`config.mk`:
```
export PLATFORM = sky130hd
export DESIGN_NAME = fw_image_loader
export DESIGN_NICKNAME = d
export VERILOG_FILES = /design/src/rtl/fwl_pkg.sv /design/src/rtl/fwl_regs.sv /design/src/rtl/fwl_timer.sv /design/src/rtl/fwl_ctrl.sv /design/src/rtl/fw_image_loader.sv
export SDC_FILE = /design/constraint.sdc
export NUM_CORES = 1
export LEC_CHECK = 0
export BUFFER_PORTS_ARGS = -buffer_cell sky130_fd_sc_hd__buf_2
export CAP_MARGIN = 30
export CORE_MARGIN = 3
export CORE_UTILIZATION = 55
export CTS_CLUSTER_DIAMETER = 120
export DETAILED_ROUTE_END_ITERATION = 12
export PLACE_DENSITY = 0.74
export RECOVER_POWER = 50
export SKIP_LAST_GASP = 1
export SLEW_MARGIN = 0
export SYNTH_ARGS = -nofsm -noshare
export SYNTH_HDL_FRONTEND = slang
export SYNTH_SLANG_ARGS = --single-unit
```
`constraint.sdc`:
```
create_clock -name clk -period 3.2 [get_ports clk]
set_input_delay 0.32 -clock clk [delete_from_list [all_inputs] [get_ports clk]]
set_output_delay 0.32 -clock clk [all_outputs]
set_load 0.05 [all_outputs]
```
`src/rtl/fwl_pkg.sv`:
```
package fwl_pkg;
    localparam int BYTE_W = 8;
    localparam int ADDR_W = 16;
    localparam int CNT_W  = 16;
    localparam int HDR_BYTES = (ADDR_W + CNT_W) / BYTE_W;
    localparam int IDX_W = $clog2(HDR_BYTES);

    typedef enum logic [1:0] {
        ST_IDLE,
        ST_HDR,
        ST_DATA,
        ST_RELEASE
    } fwl_state_e;
endpackage

```
`src/rtl/fwl_regs.sv`:
```
module fwl_regs
    import fwl_pkg::*;
(
    input  logic              clk,
    input  logic              rst_n,
    input  logic              ld_addr_lo,
    input  logic              ld_addr_hi,
    input  logic              ld_cnt_lo,
    input  logic              ld_cnt_hi,
    input  logic              wr_beat,
    input  logic [BYTE_W-1:0] din,
    output logic [BYTE_W-1:0] cnt_lo,
    output logic [CNT_W-1:0]  cnt_rem,
    output logic              ram_we,
    output logic [ADDR_W-1:0] ram_addr,
    output logic [BYTE_W-1:0] ram_wdata
);
    logic [ADDR_W-1:0] addr_q;

    always_ff @(posedge clk or negedge rst_n) begin
        if (!rst_n) begin
            addr_q    <= '0;
            cnt_lo    <= '0;
            cnt_rem   <= '0;
            ram_we    <= 1'b0;
            ram_addr  <= '0;
            ram_wdata <= '0;
        end else begin
            ram_we <= wr_beat;
            if (ld_addr_lo) addr_q[BYTE_W-1:0]      <= din;
            if (ld_addr_hi) addr_q[ADDR_W-1:BYTE_W] <= din;
            if (ld_cnt_lo)  cnt_lo                  <= din;
            if (ld_cnt_hi)  cnt_rem                 <= {din, cnt_lo};
            if (wr_beat) begin
                ram_addr  <= addr_q;
                ram_wdata <= din;
                addr_q    <= addr_q + ADDR_W'(1);
                cnt_rem   <= cnt_rem - CNT_W'(1);
            end
        end
    end
endmodule

```
`src/rtl/fwl_timer.sv`:
```
module fwl_timer #(
    parameter int unsigned TIMEOUT_CYC = 750_000_000
) (
    input  logic clk,
    input  logic rst_n,
    input  logic run,
    output logic expired
);
    localparam int TW = $clog2(TIMEOUT_CYC + 1);
    localparam logic [TW-1:0] LIMIT = TW'(TIMEOUT_CYC - 1);

    logic [TW-1:0] cnt_q;

    always_ff @(posedge clk or negedge rst_n) begin
        if (!rst_n)       cnt_q <= '0;
        else if (!run)    cnt_q <= '0;
        else if (!expired) cnt_q <= cnt_q + TW'(1);
    end

    assign expired = run && (cnt_q == LIMIT);
endmodule

```
`src/rtl/fwl_ctrl.sv`:
```
module fwl_ctrl
    import fwl_pkg::*;
(
    input  logic              clk,
    input  logic              rst_n,
    input  logic              start,
    input  logic              s_valid,
    input  logic              s_last,
    input  logic [BYTE_W-1:0] s_data,
    input  logic [BYTE_W-1:0] cnt_lo,
    input  logic [CNT_W-1:0]  cnt_rem,
    input  logic              cpu_in_reset,
    input  logic              tmr_expired,
    output logic              s_ready,
    output logic              ld_addr_lo,
    output logic              ld_addr_hi,
    output logic              ld_cnt_lo,
    output logic              ld_cnt_hi,
    output logic              wr_beat,
    output logic              tmr_run,
    output logic              cpu_hold,
    output logic              done,
    output logic              frame_err,
    output logic              timeout_err
);
    localparam logic [IDX_W-1:0] IDX_LAST = IDX_W'(HDR_BYTES - 1);

    fwl_state_e       state_q, state_d;
    logic [IDX_W-1:0] idx_q, idx_d;
    logic             beat, go, image_ok, bad, fin, late;

    assign s_ready = (state_q == ST_HDR) || (state_q == ST_DATA);
    assign beat    = s_valid && s_ready;

    always_comb begin
        state_d    = state_q;
        idx_d      = idx_q;
        ld_addr_lo = 1'b0;
        ld_addr_hi = 1'b0;
        ld_cnt_lo  = 1'b0;
        ld_cnt_hi  = 1'b0;
        wr_beat    = 1'b0;
        tmr_run    = 1'b0;
        go         = 1'b0;
        image_ok   = 1'b0;
        bad        = 1'b0;
        fin        = 1'b0;
        late       = 1'b0;
        unique case (state_q)
            ST_IDLE: begin
                if (start) begin
                    state_d = ST_HDR;
                    idx_d   = '0;
                    go      = 1'b1;
                end
            end
            ST_HDR: begin
                if (beat) begin
                    ld_addr_lo = (idx_q == IDX_W'(0));
                    ld_addr_hi = (idx_q == IDX_W'(1));
                    ld_cnt_lo  = (idx_q == IDX_W'(2));
                    ld_cnt_hi  = (idx_q == IDX_LAST);
                    if (idx_q == IDX_LAST) begin
                        idx_d = '0;
                        if ({s_data, cnt_lo} == '0) begin
                            if (s_last) begin
                                state_d  = ST_RELEASE;
                                image_ok = 1'b1;
                            end
                        end else if (s_last) begin
                            state_d = ST_IDLE;
                            bad     = 1'b1;
                        end else begin
                            state_d = ST_DATA;
                        end
                    end else if (s_last) begin
                        state_d = ST_IDLE;
                        bad     = 1'b1;
                    end else begin
                        idx_d = idx_q + IDX_W'(1);
                    end
                end
            end
            ST_DATA: begin
                if (beat) begin
                    wr_beat = 1'b1;
                    if (cnt_rem == CNT_W'(1)) begin
                        state_d  = s_last ? ST_RELEASE : ST_HDR;
                        image_ok = s_last;
                    end else if (s_last) begin
                        state_d = ST_IDLE;
                        bad     = 1'b1;
                    end
                end
            end
            ST_RELEASE: begin
                tmr_run = 1'b1;
                if (!cpu_in_reset) begin
                    state_d = ST_IDLE;
                    fin     = 1'b1;
                end else if (tmr_expired) begin
                    state_d = ST_IDLE;
                    late    = 1'b1;
                end
            end
            default: state_d = ST_IDLE;
        endcase
    end

    // state register
    always_ff @(posedge clk or negedge rst_n) begin
        if (!rst_n) begin
            state_q <= ST_IDLE;
            idx_q   <= '0;
        end else begin
            state_q <= state_d;
            idx_q   <= idx_d;
        end
    end

    // registered outputs
    always_ff @(posedge clk or negedge rst_n) begin
        if (!rst_n) begin
            cpu_hold    <= 1'b0;
            done        <= 1'b0;
            frame_err   <= 1'b0;
            timeout_err <= 1'b0;
        end else begin
            if (go)            cpu_hold <= 1'b1;
            else if (image_ok) cpu_hold <= 1'b0;
            done        <= fin;
            frame_err   <= bad;
            timeout_err <= late;
        end
    end
endmodule

```
`src/rtl/fw_image_loader.sv`:
```
module fw_image_loader
    import fwl_pkg::*;
#(
    parameter int unsigned TIMEOUT_CYC = 750_000_000
) (
    input  logic              clk,
    input  logic              rst_n,
    input  logic              start,
    input  logic              s_valid,
    input  logic [BYTE_W-1:0] s_data,
    input  logic              s_last,
    output logic              s_ready,
    output logic              ram_we,
    output logic [ADDR_W-1:0] ram_addr,
    output logic [BYTE_W-1:0] ram_wdata,
    output logic              cpu_hold,
    input  logic              cpu_in_reset,
    output logic              done,
    output logic              frame_err,
    output logic              timeout_err
);
    logic              ld_addr_lo, ld_addr_hi, ld_cnt_lo, ld_cnt_hi;
    logic              wr_beat, tmr_run, tmr_expired;
    logic [BYTE_W-1:0] cnt_lo;
    logic [CNT_W-1:0]  cnt_rem;

    fwl_ctrl u_ctrl (
        .clk(clk), .rst_n(rst_n), .start(start), .s_valid(s_valid),
        .s_last(s_last), .s_data(s_data), .cnt_lo(cnt_lo), .cnt_rem(cnt_rem),
        .cpu_in_reset(cpu_in_reset), .tmr_expired(tmr_expired),
        .s_ready(s_ready), .ld_addr_lo(ld_addr_lo), .ld_addr_hi(ld_addr_hi),
        .ld_cnt_lo(ld_cnt_lo), .ld_cnt_hi(ld_cnt_hi), .wr_beat(wr_beat),
        .tmr_run(tmr_run), .cpu_hold(cpu_hold), .done(done),
        .frame_err(frame_err), .timeout_err(timeout_err)
    );

    fwl_regs u_regs (
        .clk(clk), .rst_n(rst_n), .ld_addr_lo(ld_addr_lo),
        .ld_addr_hi(ld_addr_hi), .ld_cnt_lo(ld_cnt_lo), .ld_cnt_hi(ld_cnt_hi),
        .wr_beat(wr_beat), .din(s_data), .cnt_lo(cnt_lo), .cnt_rem(cnt_rem),
        .ram_we(ram_we), .ram_addr(ram_addr), .ram_wdata(ram_wdata)
    );

    fwl_timer #(.TIMEOUT_CYC(TIMEOUT_CYC)) u_timer (
        .clk(clk), .rst_n(rst_n), .run(tmr_run), .expired(tmr_expired)
    );
endmodule

```
### After elaboration in Yosys (flattened, before gate mapping)

Index checks and enable logic that the tools add are counted.

* output and inout bits: 30
* register bits after elaboration: 103
* logic and storage cells: 104

* eq/ne operators: 15
* mux-type cells: 58
* reductions and logical operators: 13
* add/subtract/negate cells: 4

Operator list (number)
* $mux W30: 2
* $mux W16: 3
* $mux W2: 16
* $mux W1: 31
* $add A30 B1 Y30 const B: 1
* $eq A30 B30 Y1 const B: 1
* $add A16 B1 Y16 const B: 1
* $eq A16 B1 Y1 const B: 1
* $logic_not A16 Y1: 1
* $mux W8: 2
* $sub A16 B1 Y16 const B: 1
* $reduce_bool A2 Y1: 5
* $eq A2 B2 Y1 const B: 4
* $pmux W2 S4: 1
* $ne A3 B3 Y1 const B: 2
* $reduce_and A5 Y1: 1
* $eq A2 B1 Y1 const B: 2
* $logic_not A2 Y1: 2
* $ne A2 B1 Y1 const B: 2
* $ne A2 B2 Y1 const B: 2
* $ne A4 B4 Y1 const B: 1
* $pmux W1 S2: 2
* $pmux W2 S2: 1
* $reduce_and A4 Y1: 1
* 3 further kinds: 4

### Longest topological paths before layout

* word-level depth: 7
* depth in mapped cells: 9
* mapped depth without buffers: 8

### Modules after synthesis

From an unflattened synthesis, not the netlist that was laid out.

* cell total of the unflattened synthesis: 534
* area total of the unflattened synthesis: 5557.8 um2

Modules (own cells, without submodules)
* fwl_regs: cells an instance 286, area an instance 3146.8 um2, times used 1
* fwl_timer: cells an instance 167, area an instance 1666.6 um2, times used 1
* fwl_ctrl: cells an instance 81, area an instance 744.5 um2, times used 1

### Worst setup path after synthesis

OpenSTA, ideal clock, no wires.

* path type: register -> register
* from: register u_ctrl.state_q[1]
* to: register u_regs.ram_addr[2]
* data required time: 3134 ps
* path buffers: 2
* slack: 968 ps
* stages on the path, launching flop included: 9
* arrival time: 2166 ps
* library setup time: 66 ps
* cell sequence: dfrtp_1 inv_1 ha_1 nand3_1 inv_2 clkbuf_1 buf_1 nand2_1 nand2_1

* word-level cells in the longest chain between the ends: 5
* elaborated cells on any way between the ends: 6

RTL lines
* start, declared: RTL line fwl_ctrl.sv:28 `fwl_state_e state_q, state_d;`
* start signal, assigned: RTL line fwl_ctrl.sv:116 `state_q <= state_d;`
* $eq A2 B1 Y1 / $eq A2 B2 Y1 (equally long branches): RTL line fwl_ctrl.sv:32 `assign s_ready = (state_q == ST_HDR) || (state_q == ST_DATA);`
* $logic_or A1 B1 Y1 *: RTL line fwl_ctrl.sv:32
* via s_ready: RTL line fw_image_loader.sv:12 `output logic s_ready,`
* $logic_and A1 B1 Y1 *: RTL line fwl_ctrl.sv:33 `assign beat = s_valid && s_ready;`
* $mux W1 *: RTL line fwl_ctrl.sv:85 `if (beat) begin`
* $mux W1 *: RTL line fwl_ctrl.sv:49 `unique case (state_q)`
* end signal, assigned: RTL line fwl_regs.sv:35 `ram_addr <= addr_q;`
* end, declared: RTL line fwl_regs.sv:15 `output logic [ADDR_W-1:0] ram_addr,`

Mark *: on every way through the listed nets, which the timed path passes. The rest lies on a longest branch.
A chain may end at the register's enable or synchronous reset.

### Worst setup path in the final report

* from: register u_ctrl.state_q[1]
* to: register u_regs.cnt_rem[13]

* word-level cells in the longest chain between the ends: 6
* elaborated cells on any way between the ends: 10

RTL lines
* $eq A2 B1 Y1 / $eq A2 B2 Y1 (equally long branches): RTL line fwl_ctrl.sv:32, fwl_ctrl.sv:49
* $logic_or A1 B1 Y1: RTL line fwl_ctrl.sv:32
* $logic_and A1 B1 Y1: RTL line fwl_ctrl.sv:33
* $mux W1, on equally long branches: RTL line fwl_ctrl.sv:85, fwl_ctrl.sv:58
* $mux W1: RTL line fwl_ctrl.sv:49
* $mux W16 / $reduce_bool A2 Y1 (equally long branches)
* end signal, assigned: RTL line fwl_regs.sv:33 `if (ld_cnt_hi) cnt_rem <= {din, cnt_lo};`
* end signal, assigned: RTL line fwl_regs.sv:38 `cnt_rem <= cnt_rem - CNT_W'(1);`
* end, declared: RTL line fwl_regs.sv:13 `output logic [CNT_W-1:0] cnt_rem,`

Parallel ways exist; a longest one is shown, timed or not.

==> results.yml <==
floorplan:
  io_pins: 44
  start_util_pct: 57.74
  die_x_microns: 105.7
  die_h_microns: 105.7
  row_count: 35
  dieArea_sq_um: 11160
  core_sq_um: 9459
run_status:
  violations: "capacitance limit, slew limit"
  status: "finished, violations left"
timing:
  tns_ns: 0
  finalHoldViolations: 0
  finClkSkew_ns: 0.01480
  report.final.slew_viol_count: 65
  relSlewSlack_pct: -3.041
  report.final.setup_viol: 0
  finalCritPeriodShare_pct: 73.54
  tightest_slew_ns: 1.546
  rsz0062_at_grt: "no"
  period_needed_ns: 2.353
  fmax_ghz: 0.4249
setup_path:
  worstSetupEndpointType: "register"
  path_cells: "inv_1 > ha_1 > nand3_2 > buf_4 > nand2_1 > o21a_1 > o221a_2"
  arrival_ns: 2.61
  cp_slowest_stage_delay_ns: 0.48
  rrSetupSlack_ns: 0.85
  r2r_end: "u_regs.cnt_rem[13]"
  crit_path_max_fanout: 58
  rr_worst_depth: 7
  reg2reg_from: "u_ctrl.state_q[1]"
  cp_slowest_cell: "buf_4"
  required_ns: 3.46
  worstSetupStartpointType: "register"
  critical_path_class: "reg -> reg"
synthesis:
  yosysTopAreaCell: "dfrtp_1"
  yosys_warnings: 0
  syn_area_sq_um: 5461
  netlist_instances: 604
  synth_top_area_share_pct: 47.19
  synth_cell_types: 58
  syn_nets: 630
  synth.area.top_cells: "dfrtp_1, nand2_1, nor2_1"
  synth_flop_cell: "dfrtp_1"
  ys_seq_area_share_pct: 47.19
  synth-async-reset-ratio_pct: 100.0
  avgSynthCellArea_sq_um: 9.042
  synth_enable_flop_cells: 0
  synth_seq_cells: 103
routing:
  drt-total-wl_microns: 12670
  wl_per_cell_microns: 16.39
  dr.pass1.iters: 6
  drc: 0
  vias: 4648
  viasPerCell: 6.013
  drtIter0Drc: 380
  ant_nets: 0
global_routing:
  grt_pass1_vias: 4283
  antenna_found_initial: 0
  globalRoute.totalOverflow: 0
  grt_first_pass_wirelength_microns: 21250
  track_usage_pct: 23.38
  grt_max_degree: 65
clock_tree:
  cts_buffer_depth: 2
  clkTransAtPathRegs_ns: 0.10
  postCtsSetupBuffers: 0
  clock_latency_ns: 0.37
  cts_resized: 0
  numCtsBuffers: 9
  hold_buffers: 0
  cts_root_buf: "clkbuf_8"
  ctsHtreeMaxLevel: 3
  cts_tree: "built"
  clock-sinks: 103
final_layout:
  nets: 665
  n_antenna_cell: 0
  area_growth_pct: 9.210
  layout-drive-gt1-share_pct: 11.34
power:
  power.leakage_nw: 2.776
  ir_drop_mv: 0.3887
  powerDensity_nw_per_um2: 672.4
  power.total_mw: 4.011
flow_run:
  maxCapViolations: 1
place:
  port_buffers: 43
  gp_congestion: 0.9049
  dp_hpwl_microns: 8751
hold_path:
  hp-class: "in -> reg"
  hold_depth: 2
  hold_end: "u_ctrl.done"
  min_from: "cpu_in_reset"
[report_power, final]
| group | leakage, nW | internal [mW] | switching (mW) |
|---|---|---|---|
| clock network | 0.101 | 0.370 | 0.470 |
| logic | 1.32 | 0.439 | 0.803 |
| registers | 1.36 | 1.60 | 0.328 |
[sequential cells by signal (all words and copies together) (netlist names), 2 cells and up]
register,cells
u_ctrl.state_q,2
u_regs.ram_addr,16
u_regs.ram_wdata,8
u_regs.cnt_lo,8
u_timer.cnt_q,30
u_ctrl.idx_q,2
u_regs.addr_q,16
u_regs.cnt_rem,16
[stage by stage]
step | instance area, sq um | worst slack (ns) | util [%] | cells | hold slack (ns)
after global placement | 5802 | 0.9689 | 61.34 | 757 | 0.4532
after detailed placement | 5802 | 0.8644 | 61.34 | 757 | 0.4578
after floorplan | 5461 | 0.9675 | - | 604 | 0.02441
final | 5964 | 0.8467 | 63.06 | 773 | 0.1212
after global routing | 5964 | 0.5336 | 63.06 | 773 | 0.1218
after CTS | 6003 | 0.8535 | 63.47 | 773 | 0.04853
[layout by cell type (no fill, tap or decap), types with 17 or more instances in the layout]
master / Yosys / routed
and2_1: 22 / 22
nand3_1: 27 / 26
nor3_1: 17 / 17
o21ai_0: 26 / 26
nand2_1: 111 / 111
nand4_1: 18 / 18
buf_2: 0 / 28
a21oi_1: 28 / 28
nor2_1: 46 / 46
dfrtp_1: 103 / 103
inv_1: 17 / 17
[worst max-delay path by stage]
stage | start | end | slack [ns] | depth (start not counted)
after global routing | u_ctrl.state_q[1] | u_ctrl.state_q[0] | 0.53 | 6
final | u_ctrl.state_q[1] | u_regs.cnt_rem[13] | 0.85 | 7
after floorplan | u_ctrl.state_q[1] | u_regs.ram_addr[2] | 0.97 | 8
after detailed placement | u_ctrl.state_q[1] | u_regs.cnt_rem[13] | 0.86 | 7
after CTS | u_ctrl.state_q[1] | u_regs.cnt_rem[13] | 0.85 | 7
after global placement | u_ctrl.state_q[1] | u_regs.cnt_rem[13] | 0.97 | 7
[critical path, delay by kind of cell (launching register included)]
kind                     cells  cell delay [ns]
adder cells (fa/ha/maj)      1             0.38
AO/OA/AOI/OAI                2             0.43
AND/OR/NAND/NOR              2             0.44
buffers and inverters        2             0.58
flip-flops                   1             0.42
[layout make-up]
class                      instances  area (sq um)
clock buffer                       9         123.9
clock inverter                     7         77.57
fill                             823          3495
inverter                          18         67.56
multi-input combinational        460          2735
sequential                       103          2577
tap                              129         161.4
timing repair buffer              47         221.5
[cell usage after synthesis, types with 3 or more instances]
cell,number
a21boi_0,3
nand2_1,111
o221a_2,5
and3_1,6
dfrtp_1,103
nand4_1,18
inv_1,17
or3_1,3
nor2b_1,8
nand2b_1,8
mux2_2,8
a31oi_1,3
nand3_1,27
clkbuf_1,19
a221o_1,4
o22ai_1,8
and4_1,7
a21oi_1,28
o21ai_0,26
or4_1,5
nor2_1,46
o211ai_1,4
mux2i_1,6
a22oi_1,4
a21o_1,3
xor2_1,15
xnor2_1,8
nor3_1,17
nor4_1,15
buf_1,4
ha_1,12
and2_1,22
[metal layers]
layer  vias up  GRT usage [%]  share of wire (%)
met2       175          36.57                 46
met4         0          6.753                1.5
met1      2238          33.76                 46
met5         -              0                  0
met3        20          3.797                6.1
li1       2215              -                  -
[logic make-up (layout without fill, tap and decap cells)]
group / Yosys count / count (layout) / synth area share (%)
fa+ha+maj: 12 / 12 / 2.749
xor+xnor: 23 / 23 / 3.689
simple gates: 306 / 306 / 28.20
mux: 14 / 14 / 2.749
buf+inv: 41 / 81 / 2.818
compound gates: 105 / 105 / 12.60
flops: 103 / 103 / 47.19
(Power assumes the default switching activity.)
